File: config.mk
export PLATFORM = sky130hd
export DESIGN_NAME = led_blink_gen
export DESIGN_NICKNAME = d
export VERILOG_FILES = /design/src/rtl/led_blink_pkg.sv /design/src/rtl/led_tick_gen.sv /design/src/rtl/led_phase_ctr.sv /design/src/rtl/led_src_sel.sv /design/src/rtl/led_blink_gen.sv
export SDC_FILE = /design/constraint.sdc
export NUM_CORES = 1
export LEC_CHECK = 0
export BUFFER_PORTS_ARGS = -buffer_cell sky130_fd_sc_hd__buf_2
export CAP_MARGIN = 10
export CORE_MARGIN = 2
export CORE_UTILIZATION = 40
export CTS_CLUSTER_DIAMETER = 80
export DETAILED_ROUTE_END_ITERATION = 6
export PLACE_DENSITY = 0.69
export SLEW_MARGIN = 10
export SYNTH_ARGS = -nofsm -noshare
export SYNTH_HDL_FRONTEND = slang
export SYNTH_SLANG_ARGS = --single-unit
export TNS_END_PERCENT = 10
File: constraint.sdc
create_clock -name clk_i -period 2.85 [get_ports clk_i]
set_input_delay 0.285 -clock clk_i [delete_from_list [all_inputs] [get_ports clk_i]]
set_output_delay 0.285 -clock clk_i [all_outputs]
set_load 0.01 [all_outputs]
File: src/rtl/led_blink_pkg.sv
package led_blink_pkg;
  localparam int unsigned PHASE_W = 3;

  localparam logic [2:0] PAT_LOW  = 3'b000;
  localparam logic [2:0] PAT_QTR  = 3'b100;
  localparam logic [2:0] PAT_HALF = 3'b101;
  localparam logic [2:0] PAT_1HZ  = 3'b110;
  localparam logic [2:0] PAT_REL  = 3'b111;

  localparam logic [1:0] SLP_WORK = 2'b00;
  localparam logic [1:0] SLP_STR  = 2'b01;

  // level for a pattern code at a given phase; 1 = released
  function automatic logic pat_level(input logic [2:0] code,
                                     input logic [PHASE_W-1:0] ph);
    case (code)
      PAT_REL:  pat_level = 1'b1;
      PAT_1HZ:  pat_level = ph[0];
      PAT_HALF: pat_level = ph[1];
      PAT_QTR:  pat_level = ph[2];
      default:  pat_level = 1'b0;
    endcase
  endfunction
endpackage

File: src/rtl/led_tick_gen.sv
module led_tick_gen #(
  parameter int unsigned TICK_DIV = 25_000_000
) (
  input  logic clk_i,
  input  logic rst_ni,
  output logic tick_o
);
  localparam int unsigned CW = (TICK_DIV > 1) ? $clog2(TICK_DIV) : 1;
  localparam logic [CW-1:0] LAST = CW'(TICK_DIV - 1);

  logic [CW-1:0] cnt_q;

  always_ff @(posedge clk_i or negedge rst_ni) begin
    if (!rst_ni)            cnt_q <= '0;
    else if (cnt_q == LAST) cnt_q <= '0;
    else                    cnt_q <= cnt_q + 1'b1;
  end

  assign tick_o = (cnt_q == LAST);

  generate
    if (TICK_DIV > 1) begin : g_gap
      a_r9_tick_single: assert property (@(posedge clk_i) disable iff (!rst_ni)
        tick_o |=> !tick_o);
    end
  endgenerate
endmodule

File: src/rtl/led_phase_ctr.sv
module led_phase_ctr
  import led_blink_pkg::*;
(
  input  logic               clk_i,
  input  logic               rst_ni,
  input  logic               tick_i,
  output logic [PHASE_W-1:0] phase_nxt_o
);
  logic [PHASE_W-1:0] phase_q;

  assign phase_nxt_o = phase_q + 1'b1;

  always_ff @(posedge clk_i or negedge rst_ni) begin
    if (!rst_ni)     phase_q <= '0;
    else if (tick_i) phase_q <= phase_nxt_o;
  end
endmodule

File: src/rtl/led_src_sel.sv
module led_src_sel
  import led_blink_pkg::*;
(
  input  logic [6:0]         ctrl_i,
  input  logic [1:0]         sleep_i,
  input  logic [PHASE_W-1:0] phase_i,
  output logic               pled_lvl_o,
  output logic               sled_lvl_o
);
  logic       prog_en;
  logic [2:0] pcode, scode;
  logic       hw_lvl;

  assign prog_en = ctrl_i[6];
  assign pcode   = ctrl_i[5:3];
  assign scode   = ctrl_i[2:0];

  always_comb begin
    case (sleep_i)
      SLP_WORK: hw_lvl = 1'b0;
      SLP_STR:  hw_lvl = phase_i[0];
      default:  hw_lvl = 1'b1;
    endcase
  end

  always_comb begin
    if (prog_en) begin
      pled_lvl_o = pat_level(pcode, phase_i);
      sled_lvl_o = pat_level(scode, phase_i);
    end else begin
      pled_lvl_o = hw_lvl;
      sled_lvl_o = ~hw_lvl;
    end
  end
endmodule

File: src/rtl/led_blink_gen.sv
module led_blink_gen
  import led_blink_pkg::*;
#(
  parameter int unsigned TICK_DIV   = 25_000_000,
  parameter bit          OPEN_DRAIN = 1'b1
) (
  input  logic       clk_i,
  input  logic       rst_ni,
  input  logic [6:0] ctrl_i,
  input  logic [1:0] sleep_i,
  output logic       pled_o,
  output logic       pled_oe_o,
  output logic       sled_o,
  output logic       sled_oe_o
);
  logic               tick;
  logic [PHASE_W-1:0] phase_nxt;
  logic               pled_lvl_d, sled_lvl_d;
  logic               pled_lvl_q, sled_lvl_q;

  led_tick_gen #(.TICK_DIV(TICK_DIV)) u_tick (
    .clk_i  (clk_i),
    .rst_ni (rst_ni),
    .tick_o (tick)
  );

  led_phase_ctr u_phase (
    .clk_i       (clk_i),
    .rst_ni      (rst_ni),
    .tick_i      (tick),
    .phase_nxt_o (phase_nxt)
  );

  led_src_sel u_sel (
    .ctrl_i     (ctrl_i),
    .sleep_i    (sleep_i),
    .phase_i    (phase_nxt),
    .pled_lvl_o (pled_lvl_d),
    .sled_lvl_o (sled_lvl_d)
  );

  // levels move only on a tick: no sub-tick glitches
  always_ff @(posedge clk_i or negedge rst_ni) begin
    if (!rst_ni) begin
      pled_lvl_q <= 1'b1;
      sled_lvl_q <= 1'b1;
    end else if (tick) begin
      pled_lvl_q <= pled_lvl_d;
      sled_lvl_q <= sled_lvl_d;
    end
  end

  generate
    if (OPEN_DRAIN) begin : g_od
      assign pled_o    = 1'b0;
      assign sled_o    = 1'b0;
      assign pled_oe_o = ~pled_lvl_q;
      assign sled_oe_o = ~sled_lvl_q;
    end else begin : g_pp
      assign pled_o    = pled_lvl_q;
      assign sled_o    = sled_lvl_q;
      assign pled_oe_o = 1'b1;
      assign sled_oe_o = 1'b1;
    end
  endgenerate

  a_r7_hold_between_ticks: assert property (@(posedge clk_i) disable iff (!rst_ni)
    !tick |=> ($stable(pled_lvl_q) && $stable(sled_lvl_q)));

  a_r2_hw_work_state: assert property (@(posedge clk_i) disable iff (!rst_ni)
    (tick && !ctrl_i[6] && sleep_i == SLP_WORK) |=> (!pled_lvl_q && sled_lvl_q));

  a_r5_release_code: assert property (@(posedge clk_i) disable iff (!rst_ni)
    (tick && ctrl_i[6] && ctrl_i[5:3] == PAT_REL) |=> pled_lvl_q);

  a_r5_low_code: assert property (@(posedge clk_i) disable iff (!rst_ni)
    (tick && ctrl_i[6] && ctrl_i[2] == 1'b0) |=> !sled_lvl_q);
endmodule

After elaboration in Yosys (flattened, before gate mapping)
Index checks and enable logic that the tools add are counted.
Word-level totals
  register bits: 30
  bits in latches: 0
  bits in writable memories: 0
  ROM bits: 0
  bits of input ports: 11
  output and inout port bits: 4
  logic and storage cells: 26
  memories: 0
Operators by class
  add/subtract/negate cells: 2
  multiply operators: 0
  div/mod/pow operators: 0
  $lt $le $gt $ge: 0
  eq/ne operators: 10
  shift-type cells: 0
  multiplexer cells: 6
  bitwise logic cells: 3
  reduce and logical (&&, ||, !) cells: 1
Operator list (count)
  adder 25 x 1 -> 25 bit (second input constant): 1
  == test 25 bit (second input constant): 1
  two-way mux 25 bit: 1
  == test 3 bit (second input constant): 8
  case mux 1 bit (4 select lines): 2
  adder 3 x 1 -> 3 bit (second input constant): 1
  inverter 1 bit: 3
  == test 2 x 1 -> 1 bit (second input constant): 1
  logical NOT 2 bit: 1
  two-way mux 1 bit: 2
  case mux 1 bit (2 select lines): 1

Logic depth before layout (Yosys ltp)
  depth in word-level cells: 4
  gate-level depth with buffers: 7
  gate-level depth less buffers: 5

By module
From an unflattened synthesis, not the netlist that was laid out.
Second synthesis, totals
  cell total of the unflattened synthesis: 160
  area total of the unflattened synthesis: 1629.1 um^2
By module, submodules not included
  led_tick_gen: instances 1, cells each 129, area an instance 1315.0 um^2, sequential area each 625.6 um^2
  led_phase_ctr: instances 1, cells each 10, area an instance 136.4 um^2, sequential area each 75.1 um^2
  led_blink_gen: instances 1, cells each 9, area an instance 101.3 um^2, sequential area each 52.6 um^2
  led_src_sel: instances 1, cells each 12, area an instance 76.3 um^2, sequential area each 0.0 um^2

Least setup slack after synthesis
No wires, ideal clock.
  kind: register -> register
  from: register u_tick.cnt_q[0]
  to: register pled_lvl_q
  library setup time: 0.082 ns
  arrival time: 1.554 ns
  setup slack: 1.214 ns
  stages on the path, launching flop included: 7
  path buffers: 1
  clock period less this slack: 1.636 ns
  cells stage by stage: dfrtp_1 ha_1 and3_4 and2_1 and3_4 buf_8 mux2_4
Between the ends
  longest elaborated chain between the ends: 1
Ends and longest elaborated chain
  from (decl): line led_tick_gen.sv:11  | logic [CW-1:0] cnt_q;
  from (signal assigned): line led_tick_gen.sv:16  | else cnt_q <= cnt_q + 1'b1;
  == test 25 bit: line led_tick_gen.sv:19  | assign tick_o = (cnt_q == LAST);
  to (signal assigned): line led_blink_gen.sv:48  | pled_lvl_q <= pled_lvl_d;
  to (decl): line led_blink_gen.sv:19  | logic pled_lvl_q, sled_lvl_q;
Every way passes these cells.
A chain may end at the register's enable or synchronous reset.

Worst setup path after layout
  from: register u_tick.cnt_q[0]
  to: register u_phase.phase_q[1]
Between the ends
  longest elaborated chain between the ends: 1
Ends and longest elaborated chain
  == test 25 bit: line led_tick_gen.sv:19
  to (signal assigned): line led_phase_ctr.sv:15  | else if (tick_i) phase_q <= phase_nxt_o;
  to (decl): line led_phase_ctr.sv:9  | logic [PHASE_W-1:0] phase_q;
Every way passes these cells.

==> qor.txt <==
Fin Setup TNS: 0 ns
Slew headroom: 55.9%
fraction of layout instances using a drive strength above 1: 18.2%
Root Driver: clkbuf_8
number of I/O pins: 15
Antenna Cells: 0
FF+latch count, synth: 30
maxcap violations: 0
status: finished, final reports clean
Yosys cell types: 38
Residual DRC: 0
Tightest Pin Transition: 0.661 ns
CP max stage delay: 0.40 ns
GRT Overall Usage: 15.9%
initial drt markers: 46
hold_buf cts: 0
CTS clk-pin slew, worst paths: 0.06 ns
Final Hold Fails: 0
Max Clock Skew: 0.00484 ns
slowest CP cell: dfrtp_1
worst path cell trace: ha_1, and3_4, and2_1, and3_4, mux2_2
post-synth top area share: 44.5%
fmax: 542 MHz
worst hold path type: input pin to async pin
CTS HTree Levels: 2
critical path data required time: 3.01 ns
Mapped Area: 1580 um^2
largest net degree at the start of global routing: 31
P&R area growth vs syn: 10.0%
Critical Path End Type: flop
Cells after Synth: 149
Post-CTS Resized: 0
Layout Utilization: 46.6%
HPWL Detailed: 2.17 mm
final worst-path cycle share: 64.7%
Critical Path Fanout Max: 20
Setup violations, final: 0
clock period minus worst slack: 1.84 ns
Critical path buffers and inverters: 0
PortBufs: 12
Routed WL: 3.05 mm
Core ar.: 3720 um^2
final hold slack: 0.0377 ns
power per cell area: 442 nW/um^2
Final #Nets: 177
worst-skew pair later-pin latency: 0.28 ns
Initial Util: 42.4%
fin. max-slew vios: 0
initial antenna violation count: 0
First-pass DRT Iterations: 4
cell taking the most area after synthesis: dfrtp_1
Post-Syn Area per Cell: 10.6 um^2
antenna viol nets, final: 0
Yosys Warn Count: 0
RSZ-0062 raised after global routing: false
Pleak: 0.729 nW
first-pass GRT wire length: 5.27 mm
Startpoint Class: flop
Pwr Total: 0.766 mW
critical path arrival: 2.01 ns
FF-to-FF End: u_phase.phase_q[1]
post-DR vias/cell: 5.36
die area: 4460 um^2
Worst path top cell family by delay: simple AND/OR/NAND/NOR gates
cell count of the worst reg-to-reg path: 5
DIE WIDTH: 66.8 um
via count: 1141
Site Rows: 22
post-CTS setup buffer count: 0
CTS tree: yes
FF-to-FF Start: u_tick.cnt_q[0]
Bufs on Longest Clock Path: 2
CP most frequent cell: and3_4
kind of critical path: flop to flop
top cells by area, synth: dfrtp_1 (44%), xnor2_1 (7.8%), dfstp_2 (3.3%)
Chip Height: 66.8 um
vias in the first global route: 1194
CTS buffer count: 5
Seq/Total Area, Yosys: 47.8%
internal reg-to-reg setup slack: 1.01 ns
GR Overflow Total: 0
GP Congestion: 0.848
clk sinks: 30
Max VDD drop: 210 uV
Fill cells: 351
wire length per cell: 14.3 um
-- routing by layer --
layer  GRT usage [%]  vias up  part of all wire (%)
li1                -      562                     -
met1            18.1      548                    45
met3            4.73        7                   4.3
met2            27.9       24                    49
met4            6.12        0                   1.3
met5               0        -                     0
-- layout make-up --
type,count,area [um^2],share of cell area [%]
inverters,5,18.8,1.08
repair buffers,12,60.1,3.47
multi-input cells,110,761,43.9
flip-flops and latches,30,753,43.5
well taps,48,60.1,3.47
clock buffers,8,80.1,4.62
-- Yosys cell counts (all sizes together) --
| cell | count |
|---|---|
| conb | 1 |
| dfrtp | 28 |
| nand4b | 1 |
| a211oi | 1 |
| nand3 | 10 |
| nor4 | 4 |
| and2 | 2 |
| inv | 5 |
| or3 | 6 |
| mux2 | 3 |
| a21oi | 6 |
| dfstp | 2 |
| or3b | 1 |
| o2111ai | 1 |
| nor2b | 2 |
| xor2 | 6 |
| nand2 | 9 |
| buf | 5 |
| and3 | 3 |
| a221oi | 1 |
| ha | 2 |
| o21ai | 7 |
| nor3 | 3 |
| nand4 | 9 |
| nor2 | 9 |
| o21bai | 1 |
| and4 | 5 |
| o31ai | 1 |
| xnor2 | 14 |
| and4bb | 1 |
-- kinds of logic after synthesis --
logic type	Yosys count	share of synthesized area, %
other cells	1	0.238
flops	30	47.8
simple gates	65	25.8
fa+ha+maj	2	1.59
compound gates	18	6.67
buf+inv	10	4.13
mux	3	2.62
xor+xnor	20	11.1
-- registers in the layout, indices dropped and copies added, names as in the netlist --
signal and count:
u_phase.phase_q 3, sled_lvl_q 1, pled_lvl_q 1, u_tick.cnt_q 25
-- power breakdown --
group          switching (mW)  internal [mW]  total, mW
clock                   0.143          0.173      0.316
combinational          0.0149        0.00855     0.0234
sequential                  0          0.426      0.426
-- worst max-delay path by stage --
stage / end / cells past startpoint / slack, ns / start
CTS: u_phase.phase_q[1] / 5 / 1.0 / u_tick.cnt_q[0]
detailed placement: u_phase.phase_q[1] / 5 / 1.01 / u_tick.cnt_q[0]
finish: u_phase.phase_q[1] / 5 / 1.01 / u_tick.cnt_q[0]
global placement: u_phase.phase_q[1] / 5 / 1.07 / u_tick.cnt_q[0]
global route: u_phase.phase_q[1] / 5 / 0.89 / u_tick.cnt_q[0]
floorplan: pled_lvl_q / 6 / 1.21 / u_tick.cnt_q[0]
-- placed cells by master (no fill, tap or decap), types with 6 or more instances in the layout --
master   instances
nand2_1          9
a21oi_1          6
xor2_1           6
nand4_1          8
o21ai_0          7
nor2_1           9
dfrtp_1         28
nand3_1         10
buf_2           12
xnor2_1         14
or3_1            6
-- metrics by stage --
step	worst slack, ns	area [um^2]	cells
after floorplan	1.21	1580	150
after global placement	1.07	1650	205
after detailed placement	1.01	1650	205
after CTS	0.995	1730	213
after global routing	0.889	1730	213
final	1.01	1730	213
(Power assumes the default switching activity.)
